===== src/rtl/adc_seq_pkg.sv =====
package adc_seq_pkg;
  typedef enum logic [2:0] {
    ST_IDLE_RESET = 3'd0,
    ST_CALIBRATE  = 3'd1,
    ST_ACQUIRE    = 3'd2,
    ST_READY      = 3'd3,
    ST_CONVERT    = 3'd4
  } seq_state_e;
endpackage


===== src/rtl/pin_reset_filter.sv =====
module pin_reset_filter #(
  parameter int MIN_HIGH = 13
) (
  input  logic clk,
  input  logic rst,
  input  logic pin,
  output logic hold_o,
  output logic release_o
);
  localparam int W = $clog2(MIN_HIGH + 1);
  localparam logic [W-1:0] LAST = W'(MIN_HIGH - 1);
  localparam logic [W-1:0] TOP  = W'(MIN_HIGH);

  logic         sync1, sync2;
  logic [W-1:0] high_cnt;
  logic         qual;
  logic         rel;

  always_ff @(posedge clk) begin
    if (rst) begin
      sync1    <= 1'b0;
      sync2    <= 1'b0;
      high_cnt <= '0;
      qual     <= 1'b0;
      rel      <= 1'b0;
    end else begin
      sync1 <= pin;
      sync2 <= sync1;
      if (sync2) begin
        if (high_cnt != TOP) high_cnt <= high_cnt + 1'b1;
      end else begin
        high_cnt <= '0;
      end
      if (!sync2)
        qual <= 1'b0;
      else if (high_cnt == LAST)
        qual <= 1'b1;
      rel <= qual && !sync2;
    end
  end

  assign hold_o    = qual;
  assign release_o = rel;

  AST_HOLD_DROPS_WITH_PIN: assert property (@(posedge clk) disable iff (rst) (qual && !sync2) |=> !qual);
  AST_RELEASE_FOLLOWS_HOLD: assert property (@(posedge clk) disable iff (rst) rel |-> $past(qual));
  AST_QUAL_NEEDS_HIGH: assert property (@(posedge clk) disable iff (rst) $rose(qual) |-> $past(sync2));
endmodule


===== src/rtl/bus_decoder.sv =====
module bus_decoder (
  input  logic clk,
  input  logic rst,
  input  logic cs_n,
  input  logic a0,
  input  logic rd_n,
  input  logic hold_n,
  output logic sw_rst_o,
  output logic conv_req_o,
  output logic standalone_o
);
  logic sw_pat;

  always_comb sw_pat = !cs_n && !a0 && !hold_n;

  always_ff @(posedge clk) begin
    if (rst) begin
      sw_rst_o     <= 1'b0;
      conv_req_o   <= 1'b0;
      standalone_o <= 1'b0;
    end else begin
      sw_rst_o     <= sw_pat;
      conv_req_o   <= !hold_n && !sw_pat;
      standalone_o <= !cs_n && !rd_n && a0;
    end
  end

  AST_SW_NEEDS_LOW_ADDR: assert property (@(posedge clk) disable iff (rst) sw_rst_o |-> $past(!a0 && !cs_n));
endmodule


===== src/rtl/seq_core.sv =====
module seq_core
  import adc_seq_pkg::*;
#(
  parameter int CAL_CYCLES  = 1441020,
  parameter int ACQ_CYCLES  = 288,
  parameter int CONV_CYCLES = 64,
  parameter int EOT_DELAY   = 15
) (
  input  logic       clk,
  input  logic       rst,
  input  logic       rst_hold,
  input  logic       rst_rel,
  input  logic       sw_rst,
  input  logic       conv_req,
  input  logic       standalone,
  output seq_state_e state,
  output logic       eoc,
  output logic       eot,
  output logic       cal_done,
  output logic       ready
);
  localparam int MAXA  = (CAL_CYCLES > ACQ_CYCLES) ? CAL_CYCLES : ACQ_CYCLES;
  localparam int MAXC  = (MAXA > CONV_CYCLES) ? MAXA : CONV_CYCLES;
  localparam int CNT_W = $clog2(MAXC + 1);
  localparam int ED_W  = $clog2(EOT_DELAY + 1);
  localparam logic [CNT_W-1:0] CAL_LAST  = CNT_W'(CAL_CYCLES - 1);
  localparam logic [CNT_W-1:0] ACQ_LAST  = CNT_W'(ACQ_CYCLES - 1);
  localparam logic [CNT_W-1:0] CONV_LAST = CNT_W'(CONV_CYCLES - 1);
  localparam logic [ED_W-1:0]  EOT_LAST  = ED_W'(EOT_DELAY - 1);

  seq_state_e       state_n;
  logic [CNT_W-1:0] cnt, cnt_n;
  logic             restart;
  logic             cal_fin, conv_fin, busy_n, early_n;
  logic             sa_eoc;
  logic             eot_pend;
  logic [ED_W-1:0]  eot_cnt;

  always_comb begin
    state_n = state;
    restart = 1'b0;
    unique case (state)
      ST_IDLE_RESET: state_n = ST_IDLE_RESET;
      ST_CALIBRATE:  if (cnt == CAL_LAST)  state_n = ST_ACQUIRE;
      ST_ACQUIRE:    if (cnt == ACQ_LAST)  state_n = ST_READY;
      ST_READY:      if (conv_req)         state_n = ST_CONVERT;
      ST_CONVERT:    if (cnt == CONV_LAST) state_n = ST_READY;
      default:       state_n = ST_IDLE_RESET;
    endcase
    if (rst_hold) begin
      state_n = ST_IDLE_RESET;
    end else if (rst_rel || sw_rst) begin
      state_n = ST_CALIBRATE;
      restart = 1'b1;
    end
  end

  always_comb begin
    if (restart || state_n != state)
      cnt_n = '0;
    else if (state == ST_CALIBRATE || state == ST_ACQUIRE || state == ST_CONVERT)
      cnt_n = cnt + 1'b1;
    else
      cnt_n = cnt;
  end

  always_comb begin
    cal_fin  = (state == ST_CALIBRATE) && (state_n == ST_ACQUIRE);
    conv_fin = (state == ST_CONVERT) && (state_n == ST_READY);
    early_n  = (state_n == ST_IDLE_RESET) || (state_n == ST_CALIBRATE);
    busy_n   = early_n || (state_n == ST_CONVERT);
  end

  always_ff @(posedge clk) begin
    if (rst) begin
      state <= ST_IDLE_RESET;
      cnt   <= '0;
    end else begin
      state <= state_n;
      cnt   <= cnt_n;
    end
  end

  always_ff @(posedge clk) begin
    if (rst) begin
      eoc      <= 1'b1;
      sa_eoc   <= 1'b0;
      cal_done <= 1'b0;
      ready    <= 1'b0;
    end else begin
      eoc      <= busy_n || (cal_fin && standalone) || (sa_eoc && !conv_fin && !early_n);
      cal_done <= cal_fin;
      ready    <= (state_n == ST_READY);
      if (early_n)       sa_eoc <= 1'b0;
      else if (cal_fin)  sa_eoc <= standalone;
      else if (conv_fin) sa_eoc <= 1'b0;
    end
  end

  always_ff @(posedge clk) begin
    if (rst) begin
      eot      <= 1'b1;
      eot_pend <= 1'b0;
      eot_cnt  <= '0;
    end else if (early_n) begin
      eot      <= 1'b1;
      eot_pend <= 1'b0;
      eot_cnt  <= '0;
    end else if (cal_fin) begin
      eot      <= standalone;
      eot_pend <= standalone;
      eot_cnt  <= '0;
    end else if (eot_pend) begin
      eot_cnt <= eot_cnt + 1'b1;
      if (eot_cnt == EOT_LAST) begin
        eot      <= 1'b0;
        eot_pend <= 1'b0;
      end
    end
  end

  AST_HOLD_FORCES_IDLE: assert property (@(posedge clk) disable iff (rst) rst_hold |=> state == ST_IDLE_RESET);
  AST_SW_RESTARTS_CAL: assert property (@(posedge clk) disable iff (rst) (sw_rst && !rst_hold) |=> (state == ST_CALIBRATE && cnt == '0));
  AST_CAL_RUNS_FULL: assert property (@(posedge clk) disable iff (rst) (state == ST_CALIBRATE && cnt == CAL_LAST && !rst_hold && !rst_rel && !sw_rst) |=> state == ST_ACQUIRE);
  AST_ACQ_FROM_CAL: assert property (@(posedge clk) disable iff (rst) $rose(state == ST_ACQUIRE) |-> $past(state) == ST_CALIBRATE);
  AST_CONV_ONLY_FROM_READY: assert property (@(posedge clk) disable iff (rst) $rose(state == ST_CONVERT) |-> $past(state) == ST_READY);
  AST_EOC_WHILE_BUSY: assert property (@(posedge clk) disable iff (rst) (state == ST_IDLE_RESET || state == ST_CALIBRATE || state == ST_CONVERT) |-> eoc);
  AST_CAL_DONE_SINGLE: assert property (@(posedge clk) disable iff (rst) cal_done |=> !cal_done);
  AST_READY_MATCHES: assert property (@(posedge clk) disable iff (rst) ready |-> state == ST_READY);
endmodule


===== src/rtl/adc_cal_seq.sv =====
module adc_cal_seq
  import adc_seq_pkg::*;
#(
  parameter int CLK_PERIOD_PS    = 8000,
  parameter int RST_MIN_NS       = 100,
  parameter int ACQ_TIME_NS      = 2250,
  parameter int ACQ_FIXED_CYCLES = 6,
  parameter int CAL_CYCLES       = 1441020,
  parameter int CONV_CYCLES      = 64,
  parameter int EOT_DELAY        = 15
) (
  input  logic       clk,
  input  logic       rst,
  input  logic       reset_pin,
  input  logic       cs_n,
  input  logic       a0,
  input  logic       rd_n,
  input  logic       hold_n,
  output logic       eoc,
  output logic       eot,
  output logic       cal_done,
  output logic       ready,
  output logic [2:0] seq_state
);
  localparam int RST_MIN_CYC  = (RST_MIN_NS * 1000 + CLK_PERIOD_PS - 1) / CLK_PERIOD_PS;
  localparam int ACQ_TIME_CYC = (ACQ_TIME_NS * 1000 + CLK_PERIOD_PS - 1) / CLK_PERIOD_PS;
  localparam int ACQ_CYCLES   = ACQ_FIXED_CYCLES + ACQ_TIME_CYC;

  logic       rst_hold, rst_rel;
  logic       sw_rst, conv_req, standalone;
  seq_state_e st;

  pin_reset_filter #(.MIN_HIGH(RST_MIN_CYC)) u_pin (
    .clk       (clk),
    .rst       (rst),
    .pin       (reset_pin),
    .hold_o    (rst_hold),
    .release_o (rst_rel)
  );

  bus_decoder u_bus (
    .clk          (clk),
    .rst          (rst),
    .cs_n         (cs_n),
    .a0           (a0),
    .rd_n         (rd_n),
    .hold_n       (hold_n),
    .sw_rst_o     (sw_rst),
    .conv_req_o   (conv_req),
    .standalone_o (standalone)
  );

  seq_core #(
    .CAL_CYCLES  (CAL_CYCLES),
    .ACQ_CYCLES  (ACQ_CYCLES),
    .CONV_CYCLES (CONV_CYCLES),
    .EOT_DELAY   (EOT_DELAY)
  ) u_core (
    .clk        (clk),
    .rst        (rst),
    .rst_hold   (rst_hold),
    .rst_rel    (rst_rel),
    .sw_rst     (sw_rst),
    .conv_req   (conv_req),
    .standalone (standalone),
    .state      (st),
    .eoc        (eoc),
    .eot        (eot),
    .cal_done   (cal_done),
    .ready      (ready)
  );

  assign seq_state = st;
endmodule


===== config.mk =====
export PLATFORM = sky130hd
export DESIGN_NAME = adc_cal_seq
export DESIGN_NICKNAME = d
export VERILOG_FILES = /design/src/rtl/adc_seq_pkg.sv /design/src/rtl/pin_reset_filter.sv /design/src/rtl/bus_decoder.sv /design/src/rtl/seq_core.sv /design/src/rtl/adc_cal_seq.sv
export SDC_FILE = /design/constraint.sdc
export NUM_CORES = 1
export LEC_CHECK = 0
export ABC_CLOCK_PERIOD_IN_PS = 2400
export CORE_ASPECT_RATIO = 1.4
export CORE_MARGIN = 4
export CORE_UTILIZATION = 35
export CTS_CLUSTER_SIZE = 20
export DETAILED_ROUTE_END_ITERATION = 6
export DONT_BUFFER_PORTS = 1
export HOLD_SLACK_MARGIN = 0.1
export PLACE_DENSITY = 0.45
export SLEW_MARGIN = 5
export SYNTH_ARGS = -nofsm -noshare
export SYNTH_HDL_FRONTEND = slang
export SYNTH_HIERARCHICAL = 1
export SYNTH_SLANG_ARGS = --single-unit

===== constraint.sdc =====
create_clock -name clk -period 2.4 [get_ports clk]
set_input_delay 0.72 -clock clk [delete_from_list [all_inputs] [get_ports clk]]
set_output_delay 0.72 -clock clk [all_outputs]
set_load 0.005 [all_outputs]

==> run summary <==
status = complete, no violations
vias in the first global route = 1,857
Max H-tree Level = 2
min-delay src = u_pin/sync1
Post-Synth XOR/XNOR Area = 9.75%
Max-slew headroom = 61.8%
LEAKAGE = 0.809 nW
die height = 105 um
Syn Inst Count = 257
total core area = 6530 sq um
Synth Warn # = 6
fillers = 666
Final #Nets = 278
port bufs = 0
DRT Wirelength = 5.36 mm
clock root buffer = clkbuf_8
maximum clock path buffer count = 2
setup total negative slack = 0 ns
Syn-to-layout area delta = 11.0%
top cells by area, synth = dfxtp_1, xnor2_1, nor3_1
first-pass iteration count of the detailed router = 4
Worst Path Max Fanout = 21
Critical path origin = u_pin/hold_o
drt first-iter violations = 96
hold endpoint = u_pin/sync2
reg-to-reg setup timing slack = 0.29 ns
post-DP HPWL = 3.89 mm
register area share after synthesis = 38.6%
RR Startpoint = u_pin/hold_o
type of origin of the critical path = flop
Syn Area/Cell = 9.09 sq um
pin count of the biggest net entering global routing = 22
power density cells = 541 nW/um^2
die area = 8060 sq um
worst hold path type = flop to flop
clk_skew = 0.00300 ns
worst-margin pin slew = 0.569 ns
cell taking the most area after synthesis = dfxtp_1
final hold vios = 0
Fin Hold WS = 0.460 ns
DP Area = 2470 sq um
hold_buf cts = 0
most frequent cell after synthesis = dfxtp_1
post_cts resized = 0
Post-CTS Setup Repair Bufs = 0
Final Total Pwr = 1.40 mW
final design area excluding fillers = 2590 sq um
via/cell ratio = 5.39
Syn Nets = 270
post-synthesis simple-gate area fraction = 33.2%
Synth top cells by count = dfxtp_1, nor3_1, nor2_1
#FFs+latches synth = 45
hold depth = 1
unrepaired setup endpoints after global routing = false
Post-Syn Area = 2340 sq um
clk sinks = 45
R2R cell count = 6
Post-DRT Antenna Nets = 0
Peak VDD IR = 0.000227 V
Tmin final = 2.11 ns
proportion of layout cells with a drive suffix above 1 = 13.9%
Synth Area in Adders = 3.21%
CTS Buf Count = 5
I/O pin total = 14
Overflow after GRT = 0
Reg clk slew, reported paths = 0.08 ns
worst-skew pair later-pin latency = 0.29 ns
combinational family with the most area after synthesis = simple AND/OR/NAND/NOR gates
Data arrival, critical path = 2.33 ns
antenna diode count = 0
period utilization = 87.8%
wire per inst = 15.8 um
initial core utilization = 35.8%
Max Slew Vio Count = 0
Reg-to-Reg End = u_core/cnt[2]
vias = 1,834
first-pass GRT wire length = 9.18 mm
dominant synthesized flop cell = dfxtp_1
ys async rst share = 0%
Compound-Gate Fraction of Synth Area = 10.2%
critical path type = flop to flop
Critical Path End Type = flop
Worst Path Required = 2.62 ns
DIE WIDTH = 77.0 um
final setup vio count = 0
synth unique cells = 56
number of remaining DRC errors = 0
share of the synthesized area in the top cell type = 38.6%
mux cell area share after synthesis = 0.857%
routability cong. = 0.817
CTS tree = done
initial antenna violation count = 0
Rows = 35
Max Cap Viol = 0
GRT Total Usage = 14.0%
maximum clock frequency = 474 MHz
number of flops mapped to enable cells by yosys = 0
-- routing by layer --
| layer | routed length [um] | global-route usage (%) |
|---|---|---|
| met1 | 2470 | 17.4 |
| met5 | 0 | 0 |
| met2 | 2610 | 22.9 |
| met3 | 152 | 3.28 |
| met4 | 116 | 6.49 |
-- critical path: stages (launching register included) --
cell       delay, ns
dfxtp_1         0.40
nor3_1          0.36
nand3b_1        0.11
a2111oi_0       0.53
o211ai_1        0.24
buf_12          0.21
nor3_1          0.18
-- state kept, by name, indices dropped and copies added (netlist names) --
register            count
u_bus/sw_rst_o          1
u_core/eot_pend         1
u_pin/hold_o            1
u_pin/sync2             1
u_core/cnt             21
u_core/eot_cnt          4
u_pin/release_o         1
u_core/sa_eoc           1
u_bus/conv_req_o        1
u_bus/standalone_o      1
u_pin/sync1             1
u_core/state            3
u_pin/high_cnt          4
u_core/eoc              1
u_core/eot              1
u_core/ready            1
u_core/cal_done         1
-- final cells by class --
cell class,instances,area [sq um],share of cell area (%)
timing repair buffer,11,108,4.15
tap,74,92.6,3.57
inverter,10,37.5,1.45
multi-input combinational,192,1340,51.5
clock buffer,6,82.6,3.18
sequential,45,901,34.7
clock inverter,2,37.5,1.45
-- per-stage QoR --
stage | setup slack (ns) | std cells | utilization [%]
after CTS | 0.273 | 340 | 39.8
final | 0.292 | 340 | 39.8
after global placement | 0.305 | 332 | 37.9
after floorplan | 0.430 | 257 | -
after global routing | 0.0137 | 340 | 39.8
after detailed placement | 0.281 | 332 | 37.9
-- cell usage in the layout (no fill, tap or decap), types with 2 or more instances in the layout --
cell,instances
o211ai_1,2
inv_1,10
or3_1,2
a211oi_2,2
xnor2_1,19
nor3_1,32
nand3_1,7
nor2_1,22
nor2b_1,6
nor3b_1,2
a31oi_1,2
a21oi_1,6
nand4_1,9
xor2_1,7
o21ai_1,2
dfxtp_1,45
nor4_2,3
mux2i_1,2
clkbuf_8,6
nor4_1,5
nor4bb_1,3
nor4b_1,2
nand2_1,15
nor4_4,2
ha_1,6
buf_12,2
and3_1,3
nand3b_1,4
buf_4,9
-- report_power, final --
part / total, mW / switching (mW) / internal, mW
registers: 0.756 / 0.00489 / 0.751
clock network: 0.598 / 0.259 / 0.339
logic: 0.0486 / 0.0287 / 0.0199
total: 1.40 / 0.293 / 1.11
-- how the worst max path moves through the flow --
stage / end / slack, ns / cells after the start
CTS: u_core/cnt[2] / 0.27 / 6
detailed placement: u_core/cnt[2] / 0.28 / 6
finish: u_core/cnt[2] / 0.29 / 6
global route: u_core/cnt[20] / 0.01 / 6
global placement: u_core/cnt[14] / 0.30 / 6
floorplan: u_core/cnt[0] / 0.43 / 7
-- cell families (layout without fill, tap and decap cells) --
logic type      after synthesis  in the layout
flops                        45             45
compound gates               30             30
simple gates                128            128
xor+xnor                     26             26
fa+ha+maj                     6              6
mux                           2              2
buf+inv                      20             29
Power figures use the tool's default switching activity.
